## src/rtl/nic_cs_pkg.sv

```systemverilog
package nic_cs_pkg;
  localparam int DATA_W   = 32;
  localparam int NUM_CAUSE = 6;
  localparam int BYTE_W   = 8;
  localparam int NIB_W    = 4;

  typedef struct packed {
    logic [BYTE_W-1:0]  ackMask;
    logic               cmdWr;
    logic [BYTE_W-1:0]  cmdData;
    logic               cmdClr;
    logic               intCtlWr;
    logic               maskVal;
    logic               swiSet;
    logic [3:0]         ptrBe;
    logic [DATA_W-1:0]  ptrData;
  } csStrobe_t;

  function automatic logic [NIB_W-1:0] decodeNib(input logic [NIB_W-1:0] n);
    logic ok;
    ok = (n == 4'd1) || (n == 4'd2) || (n == 4'd4) ||
         (n == 4'd5) || (n == 4'd6) || (n == 4'd7);
    return ok ? n : '0;
  endfunction
endpackage

```

## src/rtl/nic_cs_datapath.sv

```systemverilog
module nic_cs_datapath
  import nic_cs_pkg::*;
(
  input  logic                 clk,
  input  logic                 rstN,
  input  csStrobe_t            strb,
  input  logic [NUM_CAUSE-1:0] causeEvt,
  input  logic [1:0]           cuState,
  input  logic [3:0]           ruState,
  output logic [DATA_W-1:0]    ctlWord,
  output logic [DATA_W-1:0]    ptrVal,
  output logic                 cmdPending,
  output logic [BYTE_W-1:0]    cmdByte,
  output logic                 irqOut
);
  logic [NUM_CAUSE-1:0] causes;
  logic [NUM_CAUSE-1:0] setVec;
  logic [NUM_CAUSE-1:0] clrVec;
  logic                 maskQ;
  logic [BYTE_W-1:0]    cmdReg;
  logic [DATA_W-1:0]    ptrReg;

  always_comb begin
    setVec = causeEvt;
    setVec[0] = causeEvt[0] | strb.swiSet;
    clrVec = strb.ackMask[BYTE_W-1:BYTE_W-NUM_CAUSE];
  end

  always_ff @(posedge clk) begin
    if (!rstN) causes <= '0;
    else       causes <= (causes & ~clrVec) | setVec;
  end

  always_ff @(posedge clk) begin
    if (!rstN)              maskQ <= 1'b0;
    else if (strb.intCtlWr) maskQ <= strb.maskVal;
  end

  always_ff @(posedge clk) begin
    if (!rstN)                            cmdReg <= '0;
    else if (strb.cmdClr)                 cmdReg <= '0;
    else if (strb.cmdWr && cmdReg == '0)  cmdReg <= strb.cmdData;
  end

  for (genvar b = 0; b < DATA_W/BYTE_W; b++) begin : g_ptrByte
    always_ff @(posedge clk) begin
      if (!rstN)               ptrReg[b*BYTE_W +: BYTE_W] <= '0;
      else if (strb.ptrBe[b])  ptrReg[b*BYTE_W +: BYTE_W] <= strb.ptrData[b*BYTE_W +: BYTE_W];
    end
  end

  assign ctlWord    = {7'b0, maskQ, cmdReg, causes, 2'b00, cuState, ruState, 2'b00};
  assign ptrVal     = ptrReg;
  assign cmdPending = (cmdReg != '0);
  assign cmdByte    = cmdReg;
  assign irqOut     = (causes != '0) && !maskQ;


  evt_sets_chk: assert property (@(posedge clk) disable iff (!rstN)
    (causeEvt != '0) |=> ((causes & $past(causeEvt)) == $past(causeEvt)));


  ack_clears_chk: assert property (@(posedge clk) disable iff (!rstN)
    ((clrVec & ~setVec) != '0) |=> ((causes & $past(clrVec & ~setVec)) == '0));


  evt_wins_chk: assert property (@(posedge clk) disable iff (!rstN)
    ((clrVec & setVec) != '0) |=> ((causes & $past(clrVec & setVec)) == $past(clrVec & setVec)));


  cmd_hold_chk: assert property (@(posedge clk) disable iff (!rstN)
    (cmdReg != '0 && !strb.cmdClr) |=> (cmdReg == $past(cmdReg)));
endmodule

```

## src/rtl/nic_cs_ctrl.sv

```systemverilog
module nic_cs_ctrl
  import nic_cs_pkg::*;
#(
  parameter int ADDR_W = 3
) (
  input  logic              clk,
  input  logic              rstN,
  input  logic [ADDR_W-1:0] busAddr,
  input  logic [3:0]        busByteEn,
  input  logic              busWrEn,
  input  logic [DATA_W-1:0] busWrData,
  input  logic              cmdPending,
  input  logic [BYTE_W-1:0] cmdByte,
  input  logic [DATA_W-1:0] ptrVal,
  input  logic              engReady,
  output csStrobe_t         strb,
  output logic              selCtl,
  output logic              selPtr,
  output logic              cmdStrobe,
  output logic [NIB_W-1:0]  cuCmd,
  output logic [NIB_W-1:0]  ruCmd,
  output logic [DATA_W-1:0] cmdPtr
);
  localparam int DW_IDX_W = ADDR_W;

  typedef enum logic {HS_WAIT, HS_ISSUE} hsState_t;

  logic [DW_IDX_W-1:0] dwIdx;
  hsState_t            hsQ;
  logic [NIB_W-1:0]    cuQ, ruQ;
  logic [DATA_W-1:0]   ptrQ;

  assign dwIdx  = busAddr >> 2;
  assign selCtl = (dwIdx == DW_IDX_W'(0));
  assign selPtr = (dwIdx == DW_IDX_W'(1));

  always_comb begin
    strb          = '0;
    strb.ptrData  = busWrData;
    strb.cmdData  = busWrData[23:16];
    strb.maskVal  = busWrData[24];
    strb.cmdClr   = (hsQ == HS_ISSUE);
    if (busWrEn && selCtl) begin
      if (busByteEn[1]) strb.ackMask = busWrData[15:8];
      strb.cmdWr    = busByteEn[2];
      strb.intCtlWr = busByteEn[3];
      strb.swiSet   = busByteEn[3] & busWrData[25];
    end
    if (busWrEn && selPtr) strb.ptrBe = busByteEn;
  end

  always_ff @(posedge clk) begin
    if (!rstN) begin
      hsQ  <= HS_WAIT;
      cuQ  <= '0;
      ruQ  <= '0;
      ptrQ <= '0;
    end else begin
      case (hsQ)
        HS_WAIT: if (cmdPending && engReady) begin
          hsQ  <= HS_ISSUE;
          cuQ  <= decodeNib(cmdByte[7:4]);
          ruQ  <= decodeNib(cmdByte[3:0]);
          ptrQ <= ptrVal;
        end
        default: hsQ <= HS_WAIT;
      endcase
    end
  end

  assign cmdStrobe = (hsQ == HS_ISSUE);
  assign cuCmd     = cuQ;
  assign ruCmd     = ruQ;
  assign cmdPtr    = ptrQ;


  strobe_pulse_chk: assert property (@(posedge clk) disable iff (!rstN)
    cmdStrobe |=> !cmdStrobe);


  strobe_src_chk: assert property (@(posedge clk) disable iff (!rstN)
    $rose(cmdStrobe) |-> $past(cmdPending && engReady));


  clear_after_chk: assert property (@(posedge clk) disable iff (!rstN)
    cmdStrobe |=> !cmdPending);
endmodule

```

## src/rtl/nic_cs_regs.sv

```systemverilog
module nic_cs_regs
  import nic_cs_pkg::*;
#(
  parameter int ADDR_W = 3
) (
  input  logic                 clk,
  input  logic                 rstN,
  input  logic [ADDR_W-1:0]    busAddr,
  input  logic [3:0]           busByteEn,
  input  logic                 busWrEn,
  input  logic [DATA_W-1:0]    busWrData,
  output logic [DATA_W-1:0]    busRdData,
  input  logic [NUM_CAUSE-1:0] causeEvt,
  input  logic [1:0]           cuState,
  input  logic [3:0]           ruState,
  input  logic                 engReady,
  output logic                 cmdStrobe,
  output logic [NIB_W-1:0]     cuCmd,
  output logic [NIB_W-1:0]     ruCmd,
  output logic [DATA_W-1:0]    cmdPtr,
  output logic                 irqOut
);
  csStrobe_t         strb;
  logic              selCtl, selPtr, cmdPending;
  logic [BYTE_W-1:0] cmdByte;
  logic [DATA_W-1:0] ctlWord, ptrVal;

  nic_cs_ctrl #(.ADDR_W(ADDR_W)) u_ctrl (
    .clk(clk), .rstN(rstN), .busAddr(busAddr), .busByteEn(busByteEn),
    .busWrEn(busWrEn), .busWrData(busWrData), .cmdPending(cmdPending),
    .cmdByte(cmdByte), .ptrVal(ptrVal), .engReady(engReady), .strb(strb),
    .selCtl(selCtl), .selPtr(selPtr), .cmdStrobe(cmdStrobe),
    .cuCmd(cuCmd), .ruCmd(ruCmd), .cmdPtr(cmdPtr)
  );

  nic_cs_datapath u_dp (
    .clk(clk), .rstN(rstN), .strb(strb), .causeEvt(causeEvt),
    .cuState(cuState), .ruState(ruState), .ctlWord(ctlWord),
    .ptrVal(ptrVal), .cmdPending(cmdPending), .cmdByte(cmdByte),
    .irqOut(irqOut)
  );

  always_comb begin
    busRdData = '0;
    if (selCtl)      busRdData = ctlWord;
    else if (selPtr) busRdData = ptrVal;
  end
endmodule

```

## config.mk

```make
export PLATFORM = sky130hd
export DESIGN_NAME = nic_cs_regs
export DESIGN_NICKNAME = d
export VERILOG_FILES = /design/src/rtl/nic_cs_pkg.sv /design/src/rtl/nic_cs_datapath.sv /design/src/rtl/nic_cs_ctrl.sv /design/src/rtl/nic_cs_regs.sv
export SDC_FILE = /design/constraint.sdc
export NUM_CORES = 1
export LEC_CHECK = 0
export CORE_MARGIN = 2
export CORE_UTILIZATION = 40
export DETAILED_ROUTE_END_ITERATION = 6
export PLACE_DENSITY = 0.75
export RECOVER_POWER = 100
export SYNTH_ARGS = -nofsm -noshare
export SYNTH_HDL_FRONTEND = slang
export SYNTH_SLANG_ARGS = --single-unit
```

## constraint.sdc

```tcl
create_clock -name clk -period 3.8 [get_ports clk]
set_input_delay 0.76 -clock clk [delete_from_list [all_inputs] [get_ports clk]]
set_output_delay 0.76 -clock clk [all_outputs]
set_load 0.01 [all_outputs]
```

==> results of run 1 <==
## report_power, final
group          leakage (nW)  internal, mW  switching (mW)
clock                0.0797         0.270           0.333
sequential            0.714         0.947          0.0206
combinational          1.44         0.163           0.129
## how the worst max path moves through the flow
stage	end	slack (ns)	cells after the start
finish	busRdData[19]	0.54	4
global route	busRdData[10]	0.43	4
CTS	busRdData[16]	0.89	4
detailed placement	busRdData[16]	0.89	4
global placement	busRdData[10]	0.89	4
floorplan	busRdData[10]	1.29	3
## flip-flops by register name, indices dropped and copies added (netlist names)
name and cells:
u_ctrl.cmdPtr 32, u_dp.ptrVal 32, u_dp.cmdByte 8, u_dp.causes 6, u_ctrl.cuCmd 4, u_ctrl.ruCmd 4, u_ctrl.cmdStrobe 1, u_dp.maskQ 1
## worst max-delay path, stage by stage
cell,delay (ns)
buf_2,0.07
clkbuf_2,0.72
mux2_2,0.43
clkdlybuf4s50_1,0.49
## synthesized netlist by cell type (2+ instances only)
cell,instances
nand2b_1,6
and4b_1,8
o21a_1,5
nor2_1,10
and3b_1,3
nor2b_1,35
nand3_1,8
and2_1,12
mux2i_1,71
a31oi_1,8
buf_6,4
dfxtp_1,88
nand2_1,72
mux2_2,21
clkbuf_1,18
a21boi_0,6
nor4_4,2
## per-layer routing
metal / up-vias / track usage, % / routed length, µm / part of all wire, %
met5: - / 0 / 0 / 0
met4: 0 / 5.925 / 106 / 1.2
met3: 9 / 5.452 / 650 / 7.2
met2: 87 / 29.40 / 4279 / 47
met1: 1442 / 22.64 / 4009 / 44
li1: 1539 / - / - / -
## through the flow
step | worst slack [ns] | area (µm²) | utilization (%) | total power, mW
2_1_floorplan | 1.292 | 3826 | - | 1.155
3_3_place_gp | 0.8883 | 5175 | 56.01 | 1.282
3_5_place_dp | 0.8912 | 5175 | 56.01 | 1.288
4_1_cts | 0.8897 | 5356 | 57.97 | 1.886
5_1_grt | 0.4314 | 5343 | 57.82 | 1.949
6_report | 0.5435 | 5343 | 57.82 | 1.862
## cell families (layout without fill, tap and decap cells)
family,after synthesis,in the layout,share of synthesized area [%]
buffers and inverters,24,146,3.139
flip-flops,88,88,46.04
AND/OR/NAND/NOR,158,158,22.01
multiplexers,92,92,24.75
AO/OA/AOI/OAI,22,22,4.055
## layout make-up
| cell class | instances | area share [%] |
|---|---|---|
| multi-input cells | 272 | 36.32 |
| flip-flops and latches | 88 | 32.97 |
| well taps | 129 | 3.021 |
| clock buffers | 11 | 2.834 |
| inverters | 1 | 0.07026 |
| repair buffers | 130 | 24.22 |
| clock inverters | 4 | 0.5621 |
==> flow_metrics.env, run 1 <==
export IMPL_worstReg2RegStart="u_dp.cmdByte[1]$_SDFFE_PP0P_"
export IMPL_n_fill_cell=828
export IMPL_r2r_slack_ns=0.98
export IMPL_grt_usage_pct=17.99
export IMPL_drv_cap=1
export IMPL_drtPass1Iterations=4
export IMPL_die_w_um=101.8
export IMPL_crit_arrival_ns=2.50
export IMPL_syn_num_nets=439
export IMPL_final_nets=557
export IMPL_io_buffers=126
export IMPL_grt_pass1_vias=3085
export IMPL_clockRootBuffer="clkbuf_8"
export IMPL_min_path_type="register to register"
export IMPL_die_height_um=101.8
export IMPL_routed_wire_length_per_instance_um=14.25
export IMPL_holdPathStages=2
export IMPL_pin_count=129
export IMPL_vdd_drop_max_v=0.0001872
export IMPL_path_class="input pin to output pin"
export IMPL_violations="capacitance limit, slew limit"
export IMPL_ys_types=24
export IMPL_area_delta_synth_final_pct=39.63
export IMPL_numCtsBuffers=9
export IMPL_fin_skew_ns=0.01207
export IMPL_drc=0
export IMPL_fp_dieArea_um2=10360
export IMPL_crit_path_end_kind="output pin"
export IMPL_hpwl_um=6433
export IMPL_diodes=0
export IMPL_synth_top_flop_cell="dfxtp_1"
export IMPL_fin_crit_sh_pct=85.70
export IMPL_netlist_top_cell_by_area="dfxtp_1"
export IMPL_multi_input_area_um2=1941
export IMPL_most_common_layout_cells="88 x dfxtp_1, 74 x clkdlybuf4s50_1, 72 x nand2_1"
export IMPL_post_cts_buffers=0
export IMPL_holdPathEnd="u_ctrl.cmdPtr[30]$_SDFFE_PN0P_"
export IMPL_crit_path_start_kind="input pin"
export IMPL_max_slew_margin_rel_pct=-29.91
export IMPL_regArea_um2=1762
export IMPL_cts_max_path_buffers=2
export IMPL_status="finished with violations"
export IMPL_ant_nets=0
export IMPL_dp_cells=620
export IMPL_critical_path_max_fanout=46
export IMPL_syn_area_um2=3826
export IMPL_grt_ovfl_total=0
export IMPL_yosys_area_top_type_share_pct=46.04
export IMPL_finalHoldViolations=0
export IMPL_viasPerCell=4.846
export IMPL_ys_seq_area_share_pct=46.04
export IMPL_core_area_um2=9240
export IMPL_start_util_pct=41.41
export IMPL_syn_avg_cell_area_um2=9.964
export IMPL_fmax_mhz=307.1
export IMPL_cts_tree="yes"
export IMPL_cp_startpoint="busAddr[2]"
export IMPL_grt_start_max_net_pins=74
export IMPL_wl_um=9046
export IMPL_synth_seq_cells=88
export IMPL_synth_async_reset_ratio_pct=0
export IMPL_worstPathRequired_ns=3.04
export IMPL_rsz0062_at_grt="no"
export IMPL_hold_slack_ns=0.4559
export IMPL_drt_iter0_markers=83
export IMPL_power_density_nw_per_um2=348.5
export IMPL_setup_tns_ns=0
export IMPL_leakage_nw=2.237
export IMPL_path_clk_slew_ns=0.09
export IMPL_yosys_warnings=0
export IMPL_synth_area_leaders="dfxtp_1 46%, mux2i_1 19%, nand2_1 7.1%, mux2_2 6.2%, nor2b_1 5.7%"
export IMPL_place_congestion=0.7673
export IMPL_setup_viol=0
export IMPL_postCtsHoldBufs=0
export IMPL_min_from="u_ctrl.cmdPtr[30]$_SDFFE_PN0P_"
export IMPL_grt_first_pass_wirelength_um=14660
export IMPL_synth_edf_count=0
export IMPL_rows=35
export IMPL_final_cells=635
export IMPL_r2r_cells=4
export IMPL_cts_resized=0
export IMPL_drive_gt1_share_pct=8.696
export IMPL_netlist_instances=384
export IMPL_antenna_found_initial=0
export IMPL_insertion_delay_ns=0.35
export IMPL_reg2reg_to="u_ctrl.ruCmd[3]$_SDFFE_PN0P_"
export IMPL_dr_total_vias=3077
export IMPL_htree_levels=3
export IMPL_layout_commonest_cell="dfxtp_1"
export IMPL_drv_slew=14
export IMPL_clock_sinks=88
export IMPL_tightest_slew_ns=1.949
export IMPL_fin_crit_ns=3.257
(Power assumes the default switching activity.)
==> run 2: changes to the inputs <==
--- a/config.mk
+++ b/config.mk
@@ -6,9 +6,9 @@
 export NUM_CORES = 1
 export LEC_CHECK = 0
 export CORE_MARGIN = 2
-export CORE_UTILIZATION = 40
+export CORE_UTILIZATION = 49
 export DETAILED_ROUTE_END_ITERATION = 6
-export PLACE_DENSITY = 0.75
+export PLACE_DENSITY = 0.94
 export RECOVER_POWER = 100
 export SYNTH_ARGS = -nofsm -noshare
 export SYNTH_HDL_FRONTEND = slang
==> run 2 against run 1 <==
The flow still finishes with violations (capacitance limit, slew limit). Clock skew shrank 0.0042 ns. Hold slack gained 0.00077 ns. First-iteration DRC count increased by 11%. Fmax down 0.37%. Critical path depth did not move. Die area shrank 18%. Non-clock buffer count unchanged. Combinational power decreased by 2%. Power up 0.83%. Via count rose by 2.2%. Critical endpoint is now busRdData[31]. Largest cell class unchanged. Largest power group unchanged.
==> flow_metrics.env, run 2 (synthesized netlist as in run 1, its figures left out) <==
export IMPL_status="finished with violations"
export IMPL_violations="capacitance limit, slew limit"
export IMPL_wl_um=9010
export IMPL_p_switching_mw=0.4693
export IMPL_leakage_nw=2.295
export IMPL_drv_slew=16
export IMPL_clock_sinks=88
export IMPL_io_buffers=126
export IMPL_final_nets=557
export IMPL_rows=32
export IMPL_cts_resized=0
export IMPL_crit_arrival_ns=2.51
export IMPL_hpwl_um=6470
export IMPL_drive_gt1_share_pct=8.284
export IMPL_cp_startpoint="busAddr[2]"
export IMPL_holdPathStages=2
export IMPL_r2r_cells=4
export IMPL_path_clk_slew_ns=0.08
export IMPL_numCtsBuffers=9
export IMPL_fin_crit_sh_pct=86.02
export IMPL_max_slew_margin_rel_pct=-31.41
export IMPL_min_from="u_ctrl.ruCmd[1]$_SDFFE_PN0P_"
export IMPL_drtPass1Iterations=4
export IMPL_core_area_um2=7647
export IMPL_grt_usage_pct=21.54
export IMPL_regArea_um2=1762
export IMPL_pwr_share_clk_pct=33.2
export IMPL_area_delta_synth_final_pct=38.91
export IMPL_fin_skew_ns=0.007825
export IMPL_pin_count=129
export IMPL_p_int_mw=1.408
export IMPL_viasPerCell=5.163
export IMPL_vdd_drop_max_v=0.0002127
export IMPL_antenna_found_initial=0
export IMPL_clockRootBuffer="clkbuf_8"
export IMPL_grt_ovfl_total=0
export IMPL_multi_input_area_um2=1941
export IMPL_power_combinational_fraction_pct=15.2
export IMPL_worstReg2RegStart="u_dp.cmdByte[2]$_SDFFE_PP0P_"
export IMPL_grt_pass1_vias=3119
export IMPL_hold_slack_ns=0.4566
export IMPL_htree_levels=3
export IMPL_power_frac_seq_pct=51.6
export IMPL_grt_first_pass_wirelength_um=14720
export IMPL_routed_wire_length_per_instance_um=14.79
export IMPL_finalHoldViolations=0
export IMPL_die_w_um=92.37
export IMPL_ant_nets=0
export IMPL_postCtsHoldBufs=0
export IMPL_worstPathRequired_ns=3.04
export IMPL_cts_tree="yes"
export IMPL_fp_dieArea_um2=8531
export IMPL_most_common_layout_cells="88 x dfxtp_1, 72 x nand2_1, 71 x mux2i_1, 71 x dlygate4sd3_1, 53 x clkdlybuf4s50_1"
export IMPL_die_height_um=92.37
export IMPL_min_path_type="register to register"
export IMPL_tightest_slew_ns=1.971
export IMPL_start_util_pct=50.03
export IMPL_power_density_nw_per_um2=353.2
export IMPL_cts_max_path_buffers=2
export IMPL_drv_cap=1
export IMPL_switching_share_pct=25.00
export IMPL_fmax_mhz=305.9
export IMPL_place_congestion=0.8646
export IMPL_setup_viol=0
export IMPL_drt_iter0_markers=92
export IMPL_drc=0
export IMPL_critical_path_max_fanout=41
export IMPL_fin_crit_ns=3.269
export IMPL_rsz0062_at_grt="no"
export IMPL_dr_total_vias=3144
export IMPL_setup_tns_ns=0
export IMPL_n_fill_cell=592
export IMPL_insertion_delay_ns=0.34
export IMPL_r2r_slack_ns=1.06
export IMPL_crit_path_end_kind="output pin"
export IMPL_reg2reg_to="u_ctrl.cmdPtr[1]$_SDFFE_PN0P_"
export IMPL_layout_commonest_cell="dfxtp_1"
export IMPL_path_class="input pin to output pin"
export IMPL_diodes=0
export IMPL_crit_path_start_kind="input pin"
export IMPL_post_cts_buffers=0
export IMPL_grt_start_max_net_pins=75
export IMPL_holdPathEnd="u_ctrl.ruCmd[1]$_SDFFE_PN0P_"
run 2: power groups by stage:
stage                     clock, mW  combinational, mW  sequential [mW]
after floorplan                   0              0.169            0.987
final                         0.624              0.285            0.969
after global routing          0.682              0.308            0.972
after CTS                     0.636              0.297            0.969
after global placement            0              0.287            0.988
after detailed placement          0              0.295            0.990
run 2: how the worst max path moves through the flow:
stage,cells after the start,endpoint
finish,4,busRdData[31]
floorplan,3,busRdData[10]
global route,4,busRdData[31]
global placement,3,busRdData[16]
detailed placement,4,busRdData[31]
CTS,3,busRdData[11]
run 2: stage by stage:
step / cells / utilization, % / total power [mW] / cell area [µm²] / setup slack, ns
2_1_floorplan: 384 / - / 1.155 / 3826 / 1.292
3_3_place_gp: 593 / 67.23 / 1.276 / 5141 / 0.7709
3_5_place_dp: 593 / 67.23 / 1.286 / 5141 / 0.7325
4_1_cts: 609 / 69.70 / 1.902 / 5330 / 0.7284
5_1_grt: 609 / 69.50 / 1.963 / 5315 / 0.4377
6_report: 609 / 69.50 / 1.877 / 5315 / 0.5313
run 2: worst max-delay path: stages:
cell and delay, ns:
clkbuf_2 0.69, clkbuf_4 0.31, and2_1 0.13, dlygate4sd3_1 0.61
run 2: metal layers:
metal / up-vias / part of all wire, % / global-route usage (%)
met5: - / 0 / 0
met4: 0 / 1.3 / 8.209
met3: 10 / 5.6 / 4.801
met2: 97 / 50 / 37.41
met1: 1488 / 43 / 25.97
li1: 1549 / - / -
run 2: final cells by class:
type                    instances  share of cell area (%)
repair buffers                130                   24.32
multi-input cells             272                   36.51
clock buffers                  11                   2.472
well taps                     102                   2.401
clock inverters                 5                   1.083
flip-flops and latches         88                   33.15
inverters                       1                 0.07062
==> run 3: changes to the inputs <==
--- a/config.mk
+++ b/config.mk
@@ -6,9 +6,10 @@
 export NUM_CORES = 1
 export LEC_CHECK = 0
 export CORE_MARGIN = 2
-export CORE_UTILIZATION = 49
+export CORE_UTILIZATION = 23
 export DETAILED_ROUTE_END_ITERATION = 6
-export PLACE_DENSITY = 0.94
+export DONT_BUFFER_PORTS = 1
+export PLACE_DENSITY = 0.45
 export RECOVER_POWER = 100
 export SYNTH_ARGS = -nofsm -noshare
 export SYNTH_HDL_FRONTEND = slang
==> run 3 against run 2 <==
The flow still finishes with violations (capacitance limit, slew limit). First-iteration DRC count fell by 14%. Fmax up 19%. Worst setup slack improved by 0.53 ns. Sequential share of layout area rose by 8.1 points.
==> flow_metrics.env, run 3 (synthesized netlist as in run 1, its figures left out) <==
export IMPL_n_fill_cell=1750
export IMPL_finalHoldViolations=0
export IMPL_multi_input_area_um2=1937
export IMPL_grt_first_pass_wirelength_um=15120
export IMPL_final_nets=429
export IMPL_dr_total_vias=2626
export IMPL_dr_wl_met3_um=699
export IMPL_wl_um=9698
export IMPL_grt_usage_pct=11.38
export IMPL_dr_max_layer_used="met4"
export IMPL_hold_slack_ns=0.4753
export IMPL_max_slew_margin_rel_pct=-7.906
export IMPL_place_congestion=0.6719
export IMPL_cts_max_path_buffers=2
export IMPL_pin_count=129
export IMPL_clockRootBuffer="clkbuf_16"
export IMPL_setup_viol=0
export IMPL_clock_sinks=88
export IMPL_met2_length_um=4868
export IMPL_routed_wire_length_per_instance_um=16.19
export IMPL_min_path_type="register to register"
export IMPL_leakage_nw=1.652
export IMPL_post_cts_buffers=0
export IMPL_cts_tree="yes"
export IMPL_path_clk_slew_ns=0.07
export IMPL_viasPerCell=4.384
export IMPL_crit_path_max_incr_delay_ns=1.32
export IMPL_insertion_delay_ns=0.35
export IMPL_fin_crit_sh_pct=72.18
export IMPL_fin_crit_ns=2.743
export IMPL_hpwl_um=6602
export IMPL_regArea_um2=1762
export IMPL_htree_levels=3
export IMPL_vdd_drop_max_v=0.0001906
export IMPL_grt_pass1_vias=2657
export IMPL_cpMaxStageDelayCell="nor4_1"
export IMPL_die_height_um=133.0
export IMPL_rsz0062_at_grt="no"
export IMPL_core_area_um2=16410
export IMPL_layout_commonest_cell="dfxtp_1"
export IMPL_cts_resized=0
export IMPL_critical_path_max_fanout=16
export IMPL_drc=0
export IMPL_fmax_mhz=364.6
export IMPL_crit_path_end_kind="register"
export IMPL_drt_iter0_markers=79
export IMPL_setup_tns_ns=0
export IMPL_ant_nets=0
export IMPL_drive_gt1_share_pct=4.749
export IMPL_drv_slew=10
export IMPL_drtPass1Iterations=4
export IMPL_numCtsBuffers=9
export IMPL_drv_cap=1
export IMPL_grt_start_max_net_pins=116
export IMPL_power_density_nw_per_um2=465.9
export IMPL_fp_dieArea_um2=17680
export IMPL_status="finished with violations"
export IMPL_worstPathRequired_ns=3.98
export IMPL_path_class="register to register"
export IMPL_antenna_found_initial=0
export IMPL_grt_ovfl_total=0
export IMPL_io_buffers=0
export IMPL_diodes=0
export IMPL_tightest_slew_ns=1.604
export IMPL_most_common_layout_cells="88 x dfxtp_1, 72 x nand2_1, 71 x mux2i_1"
export IMPL_wl_met1_um=3931
export IMPL_crit_path_start_kind="register"
export IMPL_violations="capacitance limit, slew limit"
export IMPL_start_util_pct=23.32
export IMPL_die_w_um=133.0
export IMPL_area_delta_synth_final_pct=11.67
export IMPL_crit_arrival_ns=2.92
export IMPL_rows=47
export IMPL_fin_skew_ns=0.01123
export IMPL_postCtsHoldBufs=0
export IMPL_path_cells="nor4_1 -> a21oi_4 -> clkbuf_1 -> mux2i_1"
## run 3: layout make-up
cell class	instances	area share, %
clock buffers	11	5.681
clock inverters	5	0.9663
inverters	1	0.08785
multi-input cells	272	45.33
flip-flops and latches	88	41.23
well taps	220	6.442
repair buffers	2	0.2635
## run 3: report_power, final
| part | internal [mW] | total [mW] | switching, mW |
|---|---|---|---|
| clock network | 0.466 | 0.856 | 0.390 |
| registers | 0.948 | 0.973 | 0.0247 |
| logic | 0.0768 | 0.162 | 0.0851 |
| total | 1.49 | 1.99 | 0.500 |
## run 3: worst max-delay path: cells and delay by family (launching register included)
kind	cells	cell delay [ns]
DFF	1	0.36
buffers and inverters	1	0.56
and+or+nand+nor	1	1.32
AOI/OAI and AO/OA	1	0.07
muxes	1	0.25
## run 3: per-stage QoR
| step | utilization (%) | cells | power, mW | setup WS [ns] | instance area, µm² |
|---|---|---|---|---|---|
| after floorplan | - | 384 | 1.155 | 1.292 | 3826 |
| after global placement | 24.43 | 583 | 1.163 | 1.911 | 4008 |
| after detailed placement | 24.43 | 583 | 1.166 | 1.906 | 4008 |
| after CTS | 26.16 | 599 | 2.043 | 1.728 | 4292 |
| after global routing | 26.04 | 599 | 2.094 | 0.8261 | 4273 |
| final | 26.04 | 599 | 1.991 | 1.057 | 4273 |
## run 3: worst paths after layout
check | cells past startpoint | endpoint | startpoint | slack [ns]
hold / removal | 2 | u_ctrl.cmdPtr[17]$_SDFFE_PN0P_ | u_dp.ptrVal[17]$_SDFFE_PN0P_ | 0.48
hold reg to reg | 2 | u_ctrl.cmdPtr[17]$_SDFFE_PN0P_ | u_dp.ptrVal[17]$_SDFFE_PN0P_ | 0.48
setup reg to reg | 4 | u_ctrl.cmdPtr[30]$_SDFFE_PN0P_ | u_dp.cmdByte[4]$_SDFFE_PP0P_ | 1.06
setup / recovery | 4 | u_ctrl.cmdPtr[30]$_SDFFE_PN0P_ | u_dp.cmdByte[4]$_SDFFE_PP0P_ | 1.06
## run 3: metal layers
metal  track usage, %  vias up
met5                0        -
met4            5.974        0
met3            4.253       11
met2            19.57       77
met1            12.15     1244
li1                 -     1294
